`src/rtl/irq_det_pkg.sv`:
```
package irq_det_pkg;

    // Sampler state: last strobe-time sample and the one-cycle edge pulse
    typedef struct packed {
        logic samp;
        logic fall;
    } smp_state_t;

    localparam logic PIN_IDLE = 1'b1;

endpackage

```
`src/rtl/irq_det_sync.sv`:
```
module irq_det_sync #(
    parameter int   STAGES    = 2,
    parameter logic RESET_VAL = 1'b1
) (
    input  logic clk,
    input  logic rst_n,
    input  logic async_i,
    output logic sync_o
);
    logic [STAGES-1:0] chain_d, chain_q;

    always_comb begin
        chain_d[0] = async_i;
        for (int i = 1; i < STAGES; i++) begin
            chain_d[i] = chain_q[i-1];
        end
    end

    always_ff @(posedge clk or negedge rst_n) begin
        if (!rst_n) chain_q <= {STAGES{RESET_VAL}};
        else        chain_q <= chain_d;
    end

    assign sync_o = chain_q[STAGES-1];

endmodule

```
`src/rtl/irq_det_sampler.sv`:
```
module irq_det_sampler
    import irq_det_pkg::*;
(
    input  logic clk,
    input  logic rst_n,
    input  logic strobe_i,
    input  logic pin_s_i,
    output logic low_o,
    output logic fall_o
);
    smp_state_t s_d, s_q;

    always_comb begin
        s_d      = s_q;
        s_d.fall = 1'b0;
        if (strobe_i) begin
            s_d.samp = pin_s_i;
            s_d.fall = s_q.samp & ~pin_s_i;
        end
    end

    always_ff @(posedge clk or negedge rst_n) begin
        if (!rst_n) s_q <= '{samp: PIN_IDLE, fall: 1'b0};
        else        s_q <= s_d;
    end

    assign low_o  = ~s_q.samp;
    assign fall_o = s_q.fall;

    // the sample only moves on strobe cycles
    assert_hold_between_strobes_R1: assert property (@(posedge clk) disable iff (!rst_n)
        !strobe_i |=> $stable(s_q.samp));

    // an edge pulse only follows a strobe cycle
    assert_edge_after_strobe_R6: assert property (@(posedge clk) disable iff (!rst_n)
        s_q.fall |-> $past(strobe_i));

endmodule

```
`src/rtl/irq_det_flag.sv`:
```
module irq_det_flag (
    input  logic clk,
    input  logic rst_n,
    input  logic edge_mode_i,
    input  logic level_low_i,
    input  logic fall_i,
    input  logic ack_i,
    input  logic sw_wr_i,
    input  logic sw_wdata_i,
    output logic flag_o
);
    logic flag_d, flag_q;

    always_comb begin
        flag_d = flag_q;
        if (!edge_mode_i) begin
            flag_d = level_low_i;
        end else if (fall_i) begin
            flag_d = 1'b1;
        end else if (ack_i) begin
            flag_d = 1'b0;
        end else if (sw_wr_i) begin
            flag_d = sw_wdata_i;
        end
    end

    always_ff @(posedge clk or negedge rst_n) begin
        if (!rst_n) flag_q <= 1'b0;
        else        flag_q <= flag_d;
    end

    assign flag_o = flag_q;

    assert_sw_ignored_level_R3: assert property (@(posedge clk) disable iff (!rst_n)
        (!edge_mode_i && sw_wr_i && !level_low_i) |=> !flag_q);

    assert_ack_keeps_level_R4: assert property (@(posedge clk) disable iff (!rst_n)
        (!edge_mode_i && ack_i && level_low_i) |=> flag_q);

    assert_ack_clears_edge_R7: assert property (@(posedge clk) disable iff (!rst_n)
        (edge_mode_i && ack_i && !fall_i) |=> !flag_q);

    assert_edge_wins_R9: assert property (@(posedge clk) disable iff (!rst_n)
        (edge_mode_i && fall_i) |=> flag_q);

endmodule

```
`src/rtl/ext_irq_detect.sv`:
```
module ext_irq_detect #(
    parameter int SYNC_STAGES = 2
) (
    input  logic clk,
    input  logic rst_n,
    input  logic pin_n_i,
    input  logic edge_mode_i,
    input  logic mc_strobe_i,
    input  logic vec_ack_i,
    input  logic sw_wr_i,
    input  logic sw_wdata_i,
    output logic req_o,
    output logic flag_rd_o
);
    import irq_det_pkg::*;

    logic pin_s, level_low, fall, flag;

    irq_det_sync #(.STAGES(SYNC_STAGES), .RESET_VAL(PIN_IDLE)) u_sync (
        .clk(clk), .rst_n(rst_n), .async_i(pin_n_i), .sync_o(pin_s)
    );

    irq_det_sampler u_smp (
        .clk(clk), .rst_n(rst_n), .strobe_i(mc_strobe_i), .pin_s_i(pin_s),
        .low_o(level_low), .fall_o(fall)
    );

    irq_det_flag u_flag (
        .clk(clk), .rst_n(rst_n), .edge_mode_i(edge_mode_i),
        .level_low_i(level_low), .fall_i(fall), .ack_i(vec_ack_i),
        .sw_wr_i(sw_wr_i), .sw_wdata_i(sw_wdata_i), .flag_o(flag)
    );

    assign req_o     = flag;
    assign flag_rd_o = flag;

endmodule

```
`config.mk`:
```
export PLATFORM = sky130hd
export DESIGN_NAME = ext_irq_detect
export DESIGN_NICKNAME = d
export VERILOG_FILES = /design/src/rtl/irq_det_pkg.sv /design/src/rtl/irq_det_sync.sv /design/src/rtl/irq_det_sampler.sv /design/src/rtl/irq_det_flag.sv /design/src/rtl/ext_irq_detect.sv
export SDC_FILE = /design/constraint.sdc
export NUM_CORES = 1
export LEC_CHECK = 0
export BUFFER_PORTS_ARGS = -buffer_cell sky130_fd_sc_hd__buf_2
export CAP_MARGIN = 40
export CORE_AREA = 2 2 39 41
export DETAILED_ROUTE_END_ITERATION = 6
export DIE_AREA = 0 0 41 43
export GPL_TIMING_DRIVEN = 0
export PLACE_DENSITY = 0.38
export SLEW_MARGIN = 5
export SYNTH_ARGS = -nofsm -noshare
export SYNTH_HDL_FRONTEND = slang
export SYNTH_SLANG_ARGS = --single-unit
```
`constraint.sdc`:
```
create_clock -name clk -period 1.1 [get_ports clk]
set_input_delay 0.055 -clock clk [delete_from_list [all_inputs] [get_ports clk]]
set_output_delay 0.055 -clock clk [all_outputs]
set_load 0.05 [all_outputs]
```
## Word level (Yosys, flattened, before mapping)

Index checks and enable logic that the tools add are counted.

| operators by class | value |
|---|---|
| equality and inequality tests | 1 |
| mux-type cells | 5 |
| bitwise gates (word level) | 3 |

Operators by type and width:

| operator | number |
|---|---|
| $mux W1 | 5 |
| $ne A4 B1 Y1 const B | 1 |
| $not A1 Y1 | 2 |
| $and A1 B1 Y1 | 1 |

| word-level totals | value |
|---|---|
| word-level logic and storage cells | 13 |
| bits in registers | 5 |
| bits of input ports | 8 |
| output and inout bits | 2 |

## Depth between registers and ports, before layout

Gate-level depths: netlist of the first run.

| depth | value |
|---|---|
| depth after elaboration | 4 |
| mapped depth | 2 |
| mapped depth without buffers | 2 |

## Hierarchy

Synthesis of the first run repeated with hierarchy kept, for this count alone.

| second synthesis, totals | value |
|---|---|
| cell total of the unflattened synthesis | 13 |
| area, all modules | 196.4 um^2 |

By module, submodules not included:

| module | cells each | instances | area each (um^2) | seq. area each (um^2) |
|---|---|---|---|---|
| irq_det_sampler | 5 | 1 | 80.1 | 51.3 |
| irq_det_flag | 5 | 1 | 56.3 | 25.0 |
| irq_det_sync | 2 | 1 | 52.6 | 52.6 |
| ext_irq_detect | 1 | 1 | 7.5 | 0.0 |

## Worst setup path after synthesis of the first run

OpenSTA, ideal clock, no wires.

| timing path | value |
|---|---|
| kind | reg2reg |
| start point | register u_flag.flag_o (netlist name) |
| end point | register u_flag.flag_q (netlist: u_flag.flag_o) |
| buffers on the path | 0 |
| data required time | 974 ps |
| stages on the path, launching flop included | 3 |
| setup slack | -204 ps |
| clock period less this slack | 1304 ps |
| arrival time | 1178 ps |
| setup time | 126 ps |
| path through | dfrtp_1 -> mux2_1 -> a221o_1 |

RTL lines:

| element | RTL line | text |
|---|---|---|
| to (signal assigned) | irq_det_flag.sv:29 | `else flag_q <= flag_d;` |
| to (decl) | irq_det_flag.sv:12 | `logic flag_d, flag_q;` |

==> impl_results.md, run 1 <==
* Max_slew headroom at between 80% and 90%
* Crit-path max FO at 3
* Status: completed
* Syn_area_per_cell at about 14 sq um
* Worst Slack Setup Final at 0.02299 ns
* CTS Buf Count at 3
* GR Overflow Total at 0
* GRT busiest layer: met2
* Post-synthesis register bit count at 5
* DRT Pass-1 Iters at 1
* Pre-CTS setup slack at 0.02124 ns
* Global-route wire length before repair at between 500 and 600 um
* Post-synthesis cell type count at 9
* Layout cell share with drive strength beyond 1 at about 68%
* Switching power at 0.0001314 W
* Area of the mapped netlist at 186.4 sq um
* Max Root-Sink Buffers at 2
* Required @ worst endpoint at 1.22 ns
* RePlAce Congestion at a little under 0.6
* DIE AREA at 0.001763 sq mm
* Postcts setup bufs at 0
* Type of the most critical hold path: input port to flop
* Clock share of power at 41.1%
* N_diodes at 0
* Gr usage total at under 10%
* Int Pwr at about 0.00038 W
* Port Buf Inserts at 9
* Max VDD drop at just over 500 uV
* Global-route track usage on met3 at under 10%
* CTS resizes at 0
* Initial Util at between 10% and 20%
* Clock Latency Late Sink at between 0.2 and 0.25 ns
* Initial antenna violation count at 0
* Vias in the first global route at around 160
* Clock Sinks at 5
* # DRC at 0
* Vias per cell at around 3.5
* Area grow syn2layout at 62.42%
* Tcrit/Tclk final at 97.91%
* Grt met1 use at 4.590%
* RSZ-0062 raised after global routing: yes
* Drt wl/cell at a little over 8 um
* Arrival time worst endpoint at roughly 1.2 ns
* Switching share of power at 25.64%
* Critical path class: flop to flop
* Critical path startpoint category: flop
* Final min period at approximately 1.1 ns
* Register share of total power at 41.4%
* Max-cap violations at 0
* # IOs at 10
* Fmax at between 900 and 1000 MHz
* CTS tree: yes
* Finish-stage setup viols at 0
* Synthesized Nets at 21
* Max-slew violation count at 0
* Total Wirelength at between 300 and 400 um
* Die span in x at between 40 and 50 um
* Static leakage at ~0.14 nW
* Initial DRC count at 0
* H-tree Lvls at 1
* Final Non-Filler Cells at 44
* Nets@finish at 37
* CP Launch Point: u_flag.flag_o$_DFFE_PN0P_
* Worst r2r src: u_flag.flag_o$_DFFE_PN0P_
* Worst-path clk slew at 0.04 ns
* Core area at ~0.0014 sq mm
* Logic pwr share at between 10% and 20%
* Cells after synthesis at 13
* FP Rows at 14
* Fill cells at ~150
* Post-Route Setup TNS at 0 ns
* Final ANT Viol Nets at 0
* Final Hold Fails at 0
* Cell Pwr Density at approximately 1700 mW/mm^2
* Clock Root Buffer: clkbuf_4
* CP Capture Type: flop
* Least-Margin Pin Slew at about 0.25 ns
* Post-Route Utilization at 21.88%
* Vias at around 160
* Die height at roughly 43 um
* Largest net degree at the start of global routing at 6
* Syn. warnings at 0
* Post-Place Cells at 38
* HP Start: mc_strobe_i
* Grt met2 use at around 7.8%
* Skew final at 0.001627 ns
* Flop2flop setup slack at ~0.023 ns
* Sequential area share after synthesis at 69.13%
[cells in the final DEF, fill, tap and decap left out, drive strengths merged]
master	count
nor2	2
nand2	1
buf	10
dfrtp	2
a221o	1
clkbuf	4
dfstp	3
nor2b	1
dlygate4sd3	2
mux2	2
[cell usage after synthesis]
master	number	share of area, %
a221o_1	1	5.4
buf_4	1	4.0
dfrtp_1	2	27
dfstp_2	3	42
mux2_1	1	6.0
mux2_2	1	6.0
nand2_1	1	2.0
nor2_1	2	4.0
nor2b_1	1	3.4
[power by group through the flow]
stage	combinational, W	sequential (W)	clock [W]
after CTS	0.0000906	0.000213	0.000223
after global placement	0.0000830	0.000214	0
final	0.0000893	0.000212	0.000211
after global routing	0.0000968	0.000214	0.000241
after detailed placement	0.0000846	0.000215	0
after floorplan	0.0000414	0.000229	0
[path summary, 6_finish.rpt]
kind / to / depth (start not counted)
setup / recovery: u_flag.flag_o$_DFFE_PN0P_ / 2
hold / removal: u_smp.fall_o$_DFF_PN0_ / 3
setup reg to reg: u_flag.flag_o$_DFFE_PN0P_ / 2
hold reg to reg: u_sync.chain_q[1]$_DFF_PN1_ / 0
max in group asynchronous: u_sync.chain_q[1]$_DFF_PN1_ / 2
min in group asynchronous: u_smp.fall_o$_DFF_PN0_ / 2
[per-layer routing]
metal	vias up	share of wire (%)	wire length (um)
met4	0	0	0
met2	12	40	145
met5	-	0	0
met1	69	41	149
li1	75	-	-
met3	0	18	65
[metrics by stage]
step	power, W	area (sq um)	hold WS (ns)
floorplan	0.0002707	191.4	-0.2406
detailed placement	0.0002994	256.5	-0.1258
global route	0.0005515	302.8	0.03882
CTS	0.0005261	302.8	0.04553
finish	0.0005123	302.8	0.05313
global placement	0.0002968	256.5	-0.1338
[worst max-delay path: stages (launching register included)]
cell and delay (ns):
dfrtp_2 0.40, mux2_4 0.27, a221o_1 0.29
[what timing repair did]
action                                  in CTS  in global routing
endpoints found under the setup margin       0                  1
hold endpoints to repair                     6                  0
hold buffers                                 2                  0
[layout make-up]
cell class / count / area [sq um] / share of cell area (%)
Tap cell: 16 / 20.02 / 6.612
Multi-Input combinational cell: 7 / 53.80 / 17.77
Timing Repair Buffer: 11 / 65.06 / 21.49
Buffer: 1 / 7.507 / 2.479
Clock buffer: 4 / 26.28 / 8.678
Sequential cell: 5 / 130.1 / 42.98
[sequential cells by signal, summed over array words and instances (netlist names)]
| name | count |
|---|---|
| u_flag.flag_o | 1 |
| u_sync.chain_q | 2 |
| u_smp.s_q | 1 |
| u_smp.fall_o | 1 |
[logic make-up (layout without fill, tap and decap cells)]
| family | after synthesis | count (layout) | synth area share [%] |
|---|---|---|---|
| compound gates | 1 | 1 | 5.369 |
| buf+inv | 1 | 16 | 4.028 |
| flops | 5 | 5 | 69.13 |
| mux | 2 | 2 | 12.08 |
| simple gates | 4 | 4 | 9.398 |
Power figures use the tool's default switching activity.
==> inputs of run 2 (changes only) <==
- SETUP_SLACK_MARGIN: default -> 0.05
==> run 2 against run 1 <==
Critical endpoint unchanged. Core utilization grew 0.18 points. Design area grew 0.83%. Largest power group unchanged. Worst setup slack is essentially flat. Hold slack is the same. Via count is the same. Die area is the same.
==> impl_results.md, run 2 (synthesized netlist as in run 1, its figures left out) <==
* Status: completed
* Area grow syn2layout at 63.76%
* Max-slew violation count at 0
* H-tree Lvls at 1
* Die span in x at 41 um
* Cell Pwr Density at between 1500 and 2000 mW/mm^2
* Core area at 0.001384 sq mm
* # DRC at 0
* Clock Sinks at 5
* Final min period at 1.077 ns
* Type of the most critical hold path: input port to flop
* Max-cap violations at 0
* Initial DRC count at 0
* Drt wl/cell at roughly 8.2 um
* FP Rows at 14
* Largest net degree at the start of global routing at 6
* # IOs at 10
* Critical path class: flop to flop
* Worst-path clk slew at roughly 0.040 ns
* Max VDD drop at a little over 500 uV
* Gr usage total at between 5 and 6%
* Critical path startpoint category: flop
* RSZ-0062 raised after global routing: yes
* Fmax at ~930 MHz
* Max reg flops at 2
* Nets@finish at 37
* DIE AREA at 0.001763 sq mm
* Clock Latency Late Sink at about 0.24 ns
* Required @ worst endpoint at 1.22 ns
* Worst Slack Setup Final at between 0.02 and 0.025 ns
* Reg with most FFs: u_sync.chain_q
* CP Capture Type: flop
* Port Buf Inserts at 9
* Final ANT Viol Nets at 0
* Global-route wire length before repair at 579 um
* Total Wirelength at about 360 um
* Final Hold Fails at 0
* Hold WS at 0.05313 ns
* Die height at between 40 and 50 um
* RePlAce Congestion at approximately 0.6
* Skew final at approximately 0.0016 ns
* Crit-path max FO at 3
* Pre-CTS setup slack at about 0.021 ns
* CTS tree: yes
* N_diodes at 0
* Tcrit/Tclk final at 97.91%
* CTS Buf Count at 3
* Commonest non-fill, non-tap cell in the layout: buf_2
* Max_slew headroom at 83.49%
* Vias in the first global route at ~160
* Initial antenna violation count at 0
* GR Overflow Total at 0
* Max Root-Sink Buffers at 2
* Static leakage at around 0.15 nW
* Finish-stage setup viols at 0
* Vias at approximately 160
* DRT Pass-1 Iters at 1
* Clock Root Buffer: clkbuf_4
* Layout cell share with drive strength beyond 1 at between 60 and 70%
* Final Non-Filler Cells at between 40 and 50
* Post-Place Cells at 38
* Post-Route Utilization at approximately 22%
* Vias per cell at approximately 3.5
* Arrival time worst endpoint at approximately 1.2 ns
* Initial Util at 13.47%
* Most frequent cells in the layout: buf_2, clkbuf_4, dfstp_2
* Fill cells at between 150 and 200
* Total power at between 0.0005 and 0.0006 W
* Least-Margin Pin Slew at between 0.2 and 0.25 ns
## run 2: cell counts in the layout (fill, tap and decap cells not counted)
Identical to the previous run, type by type.
## run 2: layout make-up
cell class	count	area (sq um)	share of cell area, %
sequential	5	130.1	42.62
clock buffer	4	26.28	8.607
timing repair buffer	11	67.56	22.13
buffer	1	7.507	2.459
tap	16	20.02	6.557
multi-input combinational	7	53.80	17.62
## run 2: final timing paths
path	startpoint	endpoint	slack, ns	cells past startpoint
worst max register to register	u_flag.flag_o$_DFFE_PN0P_	u_flag.flag_o$_DFFE_PN0P_	0.02	2
max in group asynchronous	rst_n	u_sync.chain_q[1]$_DFF_PN1_	0.73	2
worst min register to register	u_sync.chain_q[0]$_DFF_PN1_	u_sync.chain_q[1]$_DFF_PN1_	0.36	0
worst max-delay path	u_flag.flag_o$_DFFE_PN0P_	u_flag.flag_o$_DFFE_PN0P_	0.02	2
min in group asynchronous	rst_n	u_smp.fall_o$_DFF_PN0_	0.16	2
worst min-delay path	mc_strobe_i	u_smp.fall_o$_DFF_PN0_	0.05	3
## run 2: critical path: stages (launching register included)
cell,delay (ns)
dfrtp_2,0.40
mux2_4,0.27
a221o_1,0.29
## run 2: metal layers
| metal | global-route usage (%) | part of all wire (%) | wire, um |
|---|---|---|---|
| met1 | 4.590 | 41 | 149 |
| met2 | 7.813 | 40 | 145 |
| met3 | 6.283 | 18 | 65 |
| met4 | 4.000 | 0 | 0 |
| met5 | 0 | 0 | 0 |
## run 2: power by group
| group | switching [W] | internal (W) | total [W] |
|---|---|---|---|
| sequential | 0.00000749 | 0.000205 | 0.000212 |
| clock | 0.0000736 | 0.000137 | 0.000211 |
| combinational | 0.0000505 | 0.0000417 | 0.0000922 |
## run 2: repair_timing
item / in CTS / in global routing
hold endpoints to repair: 6 / 0
hold buffers: 2 / 0
setup endpoints to repair: 1 / 2
setup buffers: 0 / 0
resized for setup: 0 / 2
## run 2: per-stage QoR
step	instance area [sq um]	TNS, ns
final	305.3	0
after detailed placement	256.5	0
after floorplan	191.4	-0.09661
after CTS	302.8	0
after global placement	256.5	0
after global routing	305.3	-0.02891
==> inputs of run 3 (changes only) <==
- CORE_AREA: 2 2 39 41 -> 5 5 42 44
- DIE_AREA: 0 0 41 43 -> 0 0 47 49
==> run 3 against run 2 <==
Sequential share of layout area unchanged. Core utilization decreased by 0.28 points. Clock skew about the same. Die area increased by 31%. First-iteration DRC count increased by 1. Clock power about the same. Sequential power about the same. Critical path type unchanged.
==> impl_results.md, run 3 (synthesized netlist as in run 1, its figures left out) <==
* Initial DRC count at 1
* Vias per cell at ~3.4
* Post-Route Setup TNS at 0 ns
* Most frequent cells in the layout: buf_2, clkbuf_4, dfstp_2
* Hold path depth at 3
* Post-route cell area at roughly 310 sq um
* Finish-stage setup viols at 0
* Nets@finish at 37
* Clock Root Buffer: clkbuf_4
* Skew final at 0.001621 ns
* Core area at about 0.0014 sq mm
* Slowest CP cell: dfrtp_2
* Critical-path cell list: mux2_4 -> a221o_1
* Required @ worst endpoint at ~1.2 ns
* Die height at 49 um
* Final min period at 1.073 ns
* Max VDD drop at around 700 uV
* Largest net degree at the start of global routing at 6
* Status: completed
* Reg with most FFs: u_sync.chain_q
* Max-slew violation count at 0
* Type of the most critical hold path: input port to flop
* Crit path max-delay family: flip-flops
* CTS Buf Count at 3
* # IOs at 10
* Clock Sinks at 5
* Pre-CTS setup slack at 0.03142 ns
* Max_slew headroom at 83.33%
* Tcrit/Tclk final at between 90% and 100%
* Worst Slack Setup Final at 0.02656 ns
* Worst r2r src: u_flag.flag_o$_DFFE_PN0P_
* Critical path startpoint category: flop
* Total power at a little over 0.0005 W
* CP Capture Type: flop
* Least-Margin Pin Slew at roughly 0.25 ns
* Int Pwr at 0.0003835 W
* DIE AREA at about 0.0023 sq mm
* Initial Util at a little over an eighth
* Commonest non-fill, non-tap cell in the layout: buf_2
* Reg-to-reg critical path endpoint: u_flag.flag_o$_DFFE_PN0P_
* DRT Pass-1 Iters at 2
* Postcts setup bufs at 0
* FP Rows at 14
* Final ANT Viol Nets at 0
* Final Hold Fails at 0
* Flop2flop setup slack at around 0.027 ns
* Vias at approximately 150
* Register share of total power at around 41%
* Max Root-Sink Buffers at 2
* Drt wl/cell at 9.068 um
* Global-route wire length before repair at between 600 and 700 um
* RePlAce Congestion at just over 0.7
* Arrival time worst endpoint at around 1.2 ns
* Clock share of power at roughly two fifths
* CTS tree: yes
* Cell Area, Placed at 256.5 sq um
* Bufs and invs on worst path at 0
* Die span in x at 47 um
* Fmax at about 930 MHz
* RSZ-0062 raised after global routing: yes
* Vias in the first global route at between 150 and 200
* Max reg flops at 2
* Area grow syn2layout at 63.76%
* HP Start: mc_strobe_i
* Logic pwr share at a little under a fifth
* Largest stage delay, worst path at 0.40 ns
* # DRC at 0
* Hold Path End: u_smp.fall_o$_DFF_PN0_
* Switching share of power at between 20% and 30%
* Port Buf Inserts at 9
* N_diodes at 0
* Total Wirelength at 399 um
* Worst-path clk slew at approximately 0.040 ns
* Crit-path max FO at 3
* Critical path class: flop to flop
* Cell count of the worst reg-to-reg path at 2
* Gr usage total at under 10%
* Initial antenna violation count at 0
* Clock Latency Late Sink at 0.24 ns
* H-tree Lvls at 1
* Switching power at ~0.00013 W
* Max-cap violations at 0
* GR Overflow Total at 0
* Layout cell share with drive strength beyond 1 at around two thirds
* Cell Pwr Density at 1682 mW/mm^2
* Static leakage at roughly 0.15 nW
## run 3: routing by layer
| layer | vias up | track usage, % | routed length, um |
|---|---|---|---|
| li1 | 73 | - | - |
| met3 | 0 | 7.380 | 104 |
| met1 | 63 | 4.241 | 149 |
| met5 | - | 0 | 0 |
| met2 | 13 | 5.204 | 145 |
| met4 | 0 | 1.382 | 0 |
## run 3: worst max path at each step
stage                                    from                        end  slack, ns  cells after the start
CTS                 u_flag.flag_o$_DFFE_PN0P_  u_flag.flag_o$_DFFE_PN0P_       0.02                      2
detailed placement  u_flag.flag_o$_DFFE_PN0P_  u_flag.flag_o$_DFFE_PN0P_       0.03                      2
finish              u_flag.flag_o$_DFFE_PN0P_  u_flag.flag_o$_DFFE_PN0P_       0.03                      2
global route        u_flag.flag_o$_DFFE_PN0P_  u_flag.flag_o$_DFFE_PN0P_       0.01                      2
floorplan           u_flag.flag_o$_DFFE_PN0P_  u_flag.flag_o$_DFFE_PN0P_       -0.1                      2
global placement    u_flag.flag_o$_DFFE_PN0P_  u_flag.flag_o$_DFFE_PN0P_       0.03                      2
## run 3: layout make-up
class | count | area (sq um)
flip-flops and latches | 5 | 130.1
repair buffers | 11 | 67.56
multi-input cells | 7 | 53.80
plain buffers | 1 | 7.507
fillers | 161 | 1096
well taps | 16 | 20.02
clock buffers | 4 | 26.28
## run 3: power groups by stage
stage / combinational (W) / clock (W) / sequential [W]
floorplan: 0.0000414 / 0 / 0.000229
global placement: 0.0000834 / 0 / 0.000214
detailed placement: 0.0000853 / 0 / 0.000215
CTS: 0.0000911 / 0.000221 / 0.000213
global route: 0.0000996 / 0.000250 / 0.000214
finish: 0.0000927 / 0.000208 / 0.000213
## run 3: metrics by stage
stage	instances	hold WS [ns]	utilization (%)
finish	44	0.05302	21.79
global route	44	0.04721	21.79
CTS	44	0.04338	21.61
detailed placement	38	-0.1243	18.30
global placement	38	-0.1335	18.30
floorplan	13	-0.2406	-
## run 3: worst reg2reg max path: stages, from the launching register on
cell,delay (ns)
dfrtp_2,0.40
mux2_4,0.27
a221o_1,0.29
## run 3: timing repair
item,4_1_cts,5_1_grt
endpoints found under the hold margin,6,0
hold buffers,2,0
endpoints found under the setup margin,1,2
gates resized for setup,0,2
